$ cat config.mk
export PLATFORM = sky130hd
export DESIGN_NAME = spi_master_shifter
export DESIGN_NICKNAME = d
export VERILOG_FILES = /design/src/rtl/spim_pkg.sv /design/src/rtl/spim_clkgen.sv /design/src/rtl/spim_shifter.sv /design/src/rtl/spi_master_shifter.sv
export SDC_FILE = /design/constraint.sdc
export NUM_CORES = 1
export LEC_CHECK = 0
export ABC_CLOCK_PERIOD_IN_PS = 6280
export BUFFER_PORTS_ARGS = -buffer_cell sky130_fd_sc_hd__clkbuf_2
export CAP_MARGIN = 15
export CORE_MARGIN = 2
export CORE_UTILIZATION = 55
export DETAILED_ROUTE_END_ITERATION = 7
export PLACE_DENSITY = 0.76
export RECOVER_POWER = 50
export SKIP_LAST_GASP = 1
export SLEW_MARGIN = 20
export SYNTH_ARGS = -nofsm -noshare
export SYNTH_HDL_FRONTEND = slang
export SYNTH_SLANG_ARGS = --single-unit
$ cat constraint.sdc
create_clock -name clk -period 6.28 [get_ports clk]
set_input_delay 0.628 -clock clk [delete_from_list [all_inputs] [get_ports clk]]
set_output_delay 0.628 -clock clk [all_outputs]
set_load 0.01 [all_outputs]
$ cat src/rtl/spim_pkg.sv
package spim_pkg;

    // Mode bits captured at the start of a transfer.
    typedef struct packed {
        logic cpol;
        logic cpha;
        logic lsb_first;
    } spim_mode_t;

    // Kind of serial clock edge produced in the current system cycle.
    typedef enum logic [1:0] {
        EV_NONE  = 2'd0,
        EV_LEAD  = 2'd1,
        EV_TRAIL = 2'd2
    } spim_edge_e;

    function automatic logic [31:0] clamp_u32(input logic [31:0] v,
                                              input logic [31:0] lo,
                                              input logic [31:0] hi);
        if (v < lo)
            return lo;
        else if (v > hi)
            return hi;
        else
            return v;
    endfunction

endpackage

$ cat src/rtl/spim_clkgen.sv
module spim_clkgen
    import spim_pkg::*;
#(
    parameter int DIV_W = 9,
    parameter int LEN_W = 5
) (
    input  logic             clk,
    input  logic             rst,
    input  logic             load,
    input  logic [DIV_W-1:0] half_lo,
    input  logic [DIV_W-1:0] half_hi,
    input  logic [LEN_W-1:0] len,
    output logic             run,
    output logic             active,
    output spim_edge_e       edge_kind,
    output logic             first_pulse,
    output logic             last_pulse,
    output logic             finish
);

    logic [DIV_W-1:0] cnt_q;
    logic [DIV_W-1:0] lo_q;
    logic [DIV_W-1:0] hi_q;
    logic [LEN_W-1:0] len_q;
    logic [LEN_W-1:0] pcnt_q;
    logic             run_q;
    logic             act_q;
    logic             tick;

    assign tick        = run_q && (cnt_q == DIV_W'(1));
    assign first_pulse = (pcnt_q == '0);
    assign last_pulse  = (pcnt_q == len_q - 1'b1);
    assign finish      = tick && act_q && last_pulse;
    assign run         = run_q;
    assign active      = act_q;

    always_comb begin
        if (!tick)
            edge_kind = EV_NONE;
        else if (act_q)
            edge_kind = EV_TRAIL;
        else
            edge_kind = EV_LEAD;
    end

    always_ff @(posedge clk) begin
        if (rst) begin
            run_q  <= 1'b0;
            act_q  <= 1'b0;
            cnt_q  <= '0;
            lo_q   <= '0;
            hi_q   <= '0;
            len_q  <= '0;
            pcnt_q <= '0;
        end else if (load) begin
            run_q  <= 1'b1;
            act_q  <= 1'b0;
            cnt_q  <= half_lo;
            lo_q   <= half_lo;
            hi_q   <= half_hi;
            len_q  <= len;
            pcnt_q <= '0;
        end else if (tick) begin
            act_q <= ~act_q;
            cnt_q <= act_q ? lo_q : hi_q;
            if (act_q) begin
                pcnt_q <= pcnt_q + 1'b1;
                if (last_pulse)
                    run_q <= 1'b0;
            end
        end else if (run_q) begin
            cnt_q <= cnt_q - 1'b1;
        end
    end

    // a running half never has an empty or overlong count
    assert_half_count_R1: assert property (@(posedge clk) disable iff (rst)
        run_q |-> (cnt_q != '0) && (cnt_q <= hi_q));

    // pulse counter stays inside the programmed length
    assert_pulse_bound_R6: assert property (@(posedge clk) disable iff (rst)
        run_q |-> (pcnt_q < len_q));

    // clock rests at the idle level once a transfer has ended
    assert_idle_level_R2: assert property (@(posedge clk) disable iff (rst)
        !run_q |-> !act_q);

endmodule

$ cat src/rtl/spim_shifter.sv
module spim_shifter
    import spim_pkg::*;
#(
    parameter int MAX_LEN = 16,
    parameter int LEN_W   = 5,
    localparam int IDX_W  = $clog2(MAX_LEN)
) (
    input  logic               clk,
    input  logic               rst,
    input  logic               load,
    input  logic [MAX_LEN-1:0] tx_word,
    input  logic [LEN_W-1:0]   len,
    input  spim_mode_t         mode,
    input  logic               busy,
    input  spim_edge_e         edge_kind,
    input  logic               first_pulse,
    input  logic               last_pulse,
    input  logic               miso,
    output logic               mosi,
    output logic [MAX_LEN-1:0] rx_next
);

    logic [MAX_LEN-1:0] word_q;
    logic [MAX_LEN-1:0] rx_q;
    logic [IDX_W-1:0]   idx_q;
    logic [LEN_W-1:0]   len_q;
    spim_mode_t         mode_q;
    logic               sample;
    logic               advance;

    always_comb begin
        if (mode_q.cpha) begin
            sample  = (edge_kind == EV_LEAD);
            advance = (edge_kind == EV_TRAIL) && !last_pulse;
        end else begin
            sample  = (edge_kind == EV_TRAIL);
            advance = (edge_kind == EV_LEAD) && !first_pulse;
        end
    end

    always_comb begin
        rx_next = rx_q;
        if (sample)
            rx_next[idx_q] = miso;
    end

    assign mosi = busy && word_q[idx_q];

    always_ff @(posedge clk) begin
        if (rst) begin
            word_q <= '0;
            rx_q   <= '0;
            idx_q  <= '0;
            len_q  <= '0;
            mode_q <= '0;
        end else if (load) begin
            word_q <= tx_word;
            rx_q   <= '0;
            idx_q  <= mode.lsb_first ? '0 : IDX_W'(len - 1'b1);
            len_q  <= len;
            mode_q <= mode;
        end else begin
            rx_q <= rx_next;
            if (advance)
                idx_q <= mode_q.lsb_first ? idx_q + 1'b1 : idx_q - 1'b1;
        end
    end

    // the bit pointer stays inside the active character
    assert_idx_range_R5: assert property (@(posedge clk) disable iff (rst)
        busy |-> (LEN_W'(idx_q) < len_q));

    // mode and word held for the whole transfer
    assert_mode_hold_R9: assert property (@(posedge clk) disable iff (rst)
        (busy && $past(busy) && !$past(load)) |-> ($stable(mode_q) && $stable(word_q)));

endmodule

$ cat src/rtl/spi_master_shifter.sv
module spi_master_shifter
    import spim_pkg::*;
#(
    parameter int MAX_LEN = 16,
    parameter int LEN_W   = 5,
    parameter int DIV_W   = 9,
    parameter int DIV_MAX = 256
) (
    input  logic               clk,
    input  logic               rst,
    input  logic               start_i,
    input  logic [MAX_LEN-1:0] tx_word_i,
    input  logic [LEN_W-1:0]   char_len_i,
    input  logic [DIV_W-1:0]   clk_div_i,
    input  logic               cpol_i,
    input  logic               cpha_i,
    input  logic               lsb_first_i,
    input  logic               miso_i,
    output logic               sclk_o,
    output logic               mosi_o,
    output logic               busy_o,
    output logic               done_o,
    output logic [MAX_LEN-1:0] rx_word_o
);

    localparam int MIN_LEN = 2;
    localparam int MIN_DIV = 2;

    logic [LEN_W-1:0]   len_eff;
    logic [DIV_W-1:0]   div_eff;
    logic [DIV_W-1:0]   half_lo;
    logic [DIV_W-1:0]   half_hi;
    spim_mode_t         mode_in;
    logic               accept;
    logic               busy;
    logic               active;
    spim_edge_e         edge_kind;
    logic               first_pulse;
    logic               last_pulse;
    logic               finish;
    logic [MAX_LEN-1:0] rx_next;
    logic               pol_q;
    logic               done_q;
    logic [MAX_LEN-1:0] rx_q;

    assign len_eff = LEN_W'(clamp_u32(32'(char_len_i), 32'(MIN_LEN), 32'(MAX_LEN)));
    assign div_eff = DIV_W'(clamp_u32(32'(clk_div_i), 32'(MIN_DIV), 32'(DIV_MAX)));
    assign half_lo = div_eff >> 1;
    assign half_hi = div_eff - half_lo;
    assign mode_in = '{cpol: cpol_i, cpha: cpha_i, lsb_first: lsb_first_i};
    assign accept  = start_i && !busy;

    spim_clkgen #(
        .DIV_W (DIV_W),
        .LEN_W (LEN_W)
    ) u_clkgen (
        .clk         (clk),
        .rst         (rst),
        .load        (accept),
        .half_lo     (half_lo),
        .half_hi     (half_hi),
        .len         (len_eff),
        .run         (busy),
        .active      (active),
        .edge_kind   (edge_kind),
        .first_pulse (first_pulse),
        .last_pulse  (last_pulse),
        .finish      (finish)
    );

    spim_shifter #(
        .MAX_LEN (MAX_LEN),
        .LEN_W   (LEN_W)
    ) u_shifter (
        .clk         (clk),
        .rst         (rst),
        .load        (accept),
        .tx_word     (tx_word_i),
        .len         (len_eff),
        .mode        (mode_in),
        .busy        (busy),
        .edge_kind   (edge_kind),
        .first_pulse (first_pulse),
        .last_pulse  (last_pulse),
        .miso        (miso_i),
        .mosi        (mosi_o),
        .rx_next     (rx_next)
    );

    always_ff @(posedge clk) begin
        if (rst) begin
            pol_q  <= 1'b0;
            done_q <= 1'b0;
            rx_q   <= '0;
        end else begin
            done_q <= finish;
            if (accept)
                pol_q <= cpol_i;
            if (finish)
                rx_q <= rx_next;
        end
    end

    assign sclk_o    = busy ? (pol_q ^ active) : cpol_i;
    assign busy_o    = busy;
    assign done_o    = done_q;
    assign rx_word_o = rx_q;

    // done lasts a single cycle
    assert_done_pulse_R8: assert property (@(posedge clk) disable iff (rst)
        done_q |=> !done_q);

    // done coincides with the first idle cycle after a transfer
    assert_done_idle_R8: assert property (@(posedge clk) disable iff (rst)
        done_q |-> (!busy && $past(busy)));

    // captured polarity holds while running
    assert_pol_hold_R9: assert property (@(posedge clk) disable iff (rst)
        (busy && $past(busy)) |-> $stable(pol_q));

    // a strobe during a transfer never restarts the counters
    assert_start_ignored_R7: assert property (@(posedge clk) disable iff (rst)
        (busy && start_i && !finish) |=> busy);

endmodule

==> results.md <==
- Synth top area share: 0.379
- Resized Gates After CTS: 0
- Max Root-Sink Buffers: 2
- All-layer global routing usage: 0.222
- CP Launch Point: u_clkgen.run
- Main flop type after synthesis: dfxtp_1
- DRT Pass-1 Iters: 5
- First-pass GRT wire length: ~18000 µm
- # setup viols final: 0
- Detailed-route wire length per cell: 14.6 µm
- Post-CTS setup buffers: 0
- RSZ-0062 raised after global routing: no
- Pin count of the biggest net entering global routing: about 50
- Min-delay src: u_shifter.word_q[2]
- Antenna violations before repair: 0
- Crit Path Category: flop to flop
- Area contributors post-synth: dfxtp_1, nand2_1, mux2i_1
- FF-to-FF Start: u_clkgen.run
- Io pins: 57
- Failing checks: max-capacitance violations, max-slew violations
- Routed wire length: roughly 10000 µm
- Skew-Pair Late Insertion Delay: around 380 ps
- Sequential fraction of the synthesis area: 0.379
- Clk pin slew, worst setup/hold paths: 110 ps
- Number of DRC markers in iteration 0: roughly 150
- Fmax: 253 MHz
- Inserted Clock Buffers: 9
- Leakage: 2.01 nW
- Vias per cell: 5.56
- Final Max Slew Viols: about 50
- Routed vias: between 3k and 4k
- Synth Register Bits: 94
- Post-DP Area: 0.00523 mm²
- Fin. Hold Viols: 0
- Most frequent cell after synthesis: dfxtp_1
- P&R area growth vs syn: 8.21%
- Syn nets: about 620
- Critical path launch point type: flop
- Async SR Flop Fraction: 0
- Die Area: roughly 0.01 mm²
- Buffers on Ports: 56
- Gpl congestion: approximately 0.86
- Layout cells sized above 1: 0.167
- Post-Syn Area: roughly 0.0050 mm²
- Critical path arrival: between 4000 and 5000 ps
- Synth cell types: between 50 and 60
- CP Capture Type: flop
- Fillers: 760
- Die Y: between 90 and 100 µm
- Max-cap violations: 1
- CTS tree: built
- Synth Instances: between 500 and 600
- Number of global-route vias before repair: slightly below 4k
- ANT nets after route: 0
- Mean Syn Cell Area: a little under 9 µm²
- Final setup skew: between 10 and 15 ps
- Crit Path Max Fanout: 33
- Max_slew headroom: -0.418
- Total grt overflow: 0
- Maximum vdd drop: ~0.00011 V
- Utilization after layout: 0.616
- Status: finished with violations
- Synth top cells by count: dfxtp_1, nand2_1, nor2_1, a21oi_1
- Fin nets: between 600 and 700
- Drt drc: 0
- Setup tns final: 0 ps
- Post-synth top area cell: dfxtp_1
- Starting Density: 0.570
- Final Cell Area: about 0.0054 mm²
- CTS root buf: clkbuf_8
- Std-Cell Rows: 34
- Fin crit share: 0.628
- Post-detail-place hpwl: between 7000 and 8000 µm
- N_diodes: 0
- Reg-to-reg setup timing slack: about 2300 ps
- Minimum clock period: 3950 ps
- Synth Warn #: 0
- Core footprint: around 0.0087 mm²
- Post-synth EDFFs: 0
- Hold_buf cts: 0
- Worst Max-Slew Pin Slew: 2130 ps
- Pwr/cell area: approximately 230 mW/mm²
- CTS sink cnt: 94
- HP Class: flop to flop
- H-tree Lvls: 3
- Critical Path RT: between 6000 and 7000 ps
- Die W: about 100 µm
==> critical path: stages (launching register included) <==
cell	delay (ps)
dfxtp_1	320
clkbuf_1	820
nor4b_1	850
and3_1	920
nand2_8	110
nor2_8	520
nor2_1	110
a211oi_2	220
==> area by class of cell <==
cell class	instances	area (µm²)	area share
clock buffer	9	124	0.0230
clock inverter	7	72.6	0.0135
inverter	21	78.8	0.0147
multi-input combinational	417	2800	0.520
sequential	94	1880	0.350
tap	108	135	0.0251
timing repair buffer	61	288	0.0535
==> cells in the final DEF, fill, tap and decap left out, types with 2 or more instances in the layout <==
cell type	synthesis	layout
dfxtp_1	94	94
nand2_1	90	90
nor2_1	49	49
a21oi_1	46	46
clkbuf_2	0	38
mux2i_1	26	26
a211oi_1	22	22
inv_1	21	21
clkbuf_1	26	20
nor3_1	16	16
nor2b_1	15	15
xnor2_1	15	15
a211oi_2	15	15
ha_1	15	15
nand3_1	13	13
nor2_2	13	13
xor2_1	11	11
o21ai_0	10	10
clkbuf_8	0	9
mux4_2	5	5
nor4_1	4	4
nand3b_1	4	4
a21o_1	4	4
and2_1	3	3
and3_1	2	3
o31ai_1	3	3
nand2b_1	3	3
or3_1	3	3
clkinv_4	0	3
buf_4	3	3
o21bai_1	2	2
nor3b_1	2	2
nor4b_1	1	2
nor4_4	2	2
nand2_2	2	2
a211o_1	2	2
a31oi_1	2	2
fa_1	2	2
clkinv_8	0	2
==> registers in the layout, summed over array words and instances, names as in the netlist, 2 cells and up <==
register,flops
rx_word_o,16
u_clkgen.cnt_q,9
u_clkgen.hi_q,9
u_clkgen.len_q,5
u_clkgen.lo_q,8
u_clkgen.pcnt_q,5
u_shifter.idx_q,4
u_shifter.mode_q,2
u_shifter.rx_q,16
u_shifter.word_q,16
==> power breakdown <==
part | internal [mW] | switching (mW) | total, mW
Clock | 0.153 | 0.241 | 0.394
Combinational | 0.0822 | 0.114 | 0.196
Sequential | 0.620 | 0.0253 | 0.645
Total | 0.855 | 0.380 | 1.24
==> routing by layer <==
layer  vias to the layer above  GRT usage  share of wire
li1                       2030          -              -
met1                      1870      0.279           0.45
met2                        73      0.393           0.50
met3                        10     0.0255          0.041
met4                         0     0.0759         0.0096
met5                         -          0              0
==> cells by family after synthesis <==
group	synth area share
simple gates	0.239
compound gates	0.158
flops	0.379
buf+inv	0.0544
mux	0.0773
xor+xnor	0.0458
fa+ha+maj	0.0458
==> through the flow <==
| step | hold WS, ps | setup WS [ps] | total power [mW] | cells |
|---|---|---|---|---|
| after floorplan | 431 | 3270 | 0.803 | 568 |
| after global placement | 442 | 3010 | 0.846 | 701 |
| after detailed placement | 443 | 2920 | 0.855 | 701 |
| after CTS | 458 | 3110 | 1.24 | 717 |
| after global routing | 477 | 1980 | 1.29 | 717 |
| final | 457 | 2330 | 1.24 | 717 |
==> path summary, 6_finish.rpt <==
check                        endpoint  cells after the start
setup / recovery        rx_word_o[11]                      7
hold / removal    u_shifter.word_q[2]                      2
setup reg to reg        rx_word_o[11]                      7
hold reg to reg   u_shifter.word_q[2]                      2
Note: power is estimated with default switching activity, not from simulation.
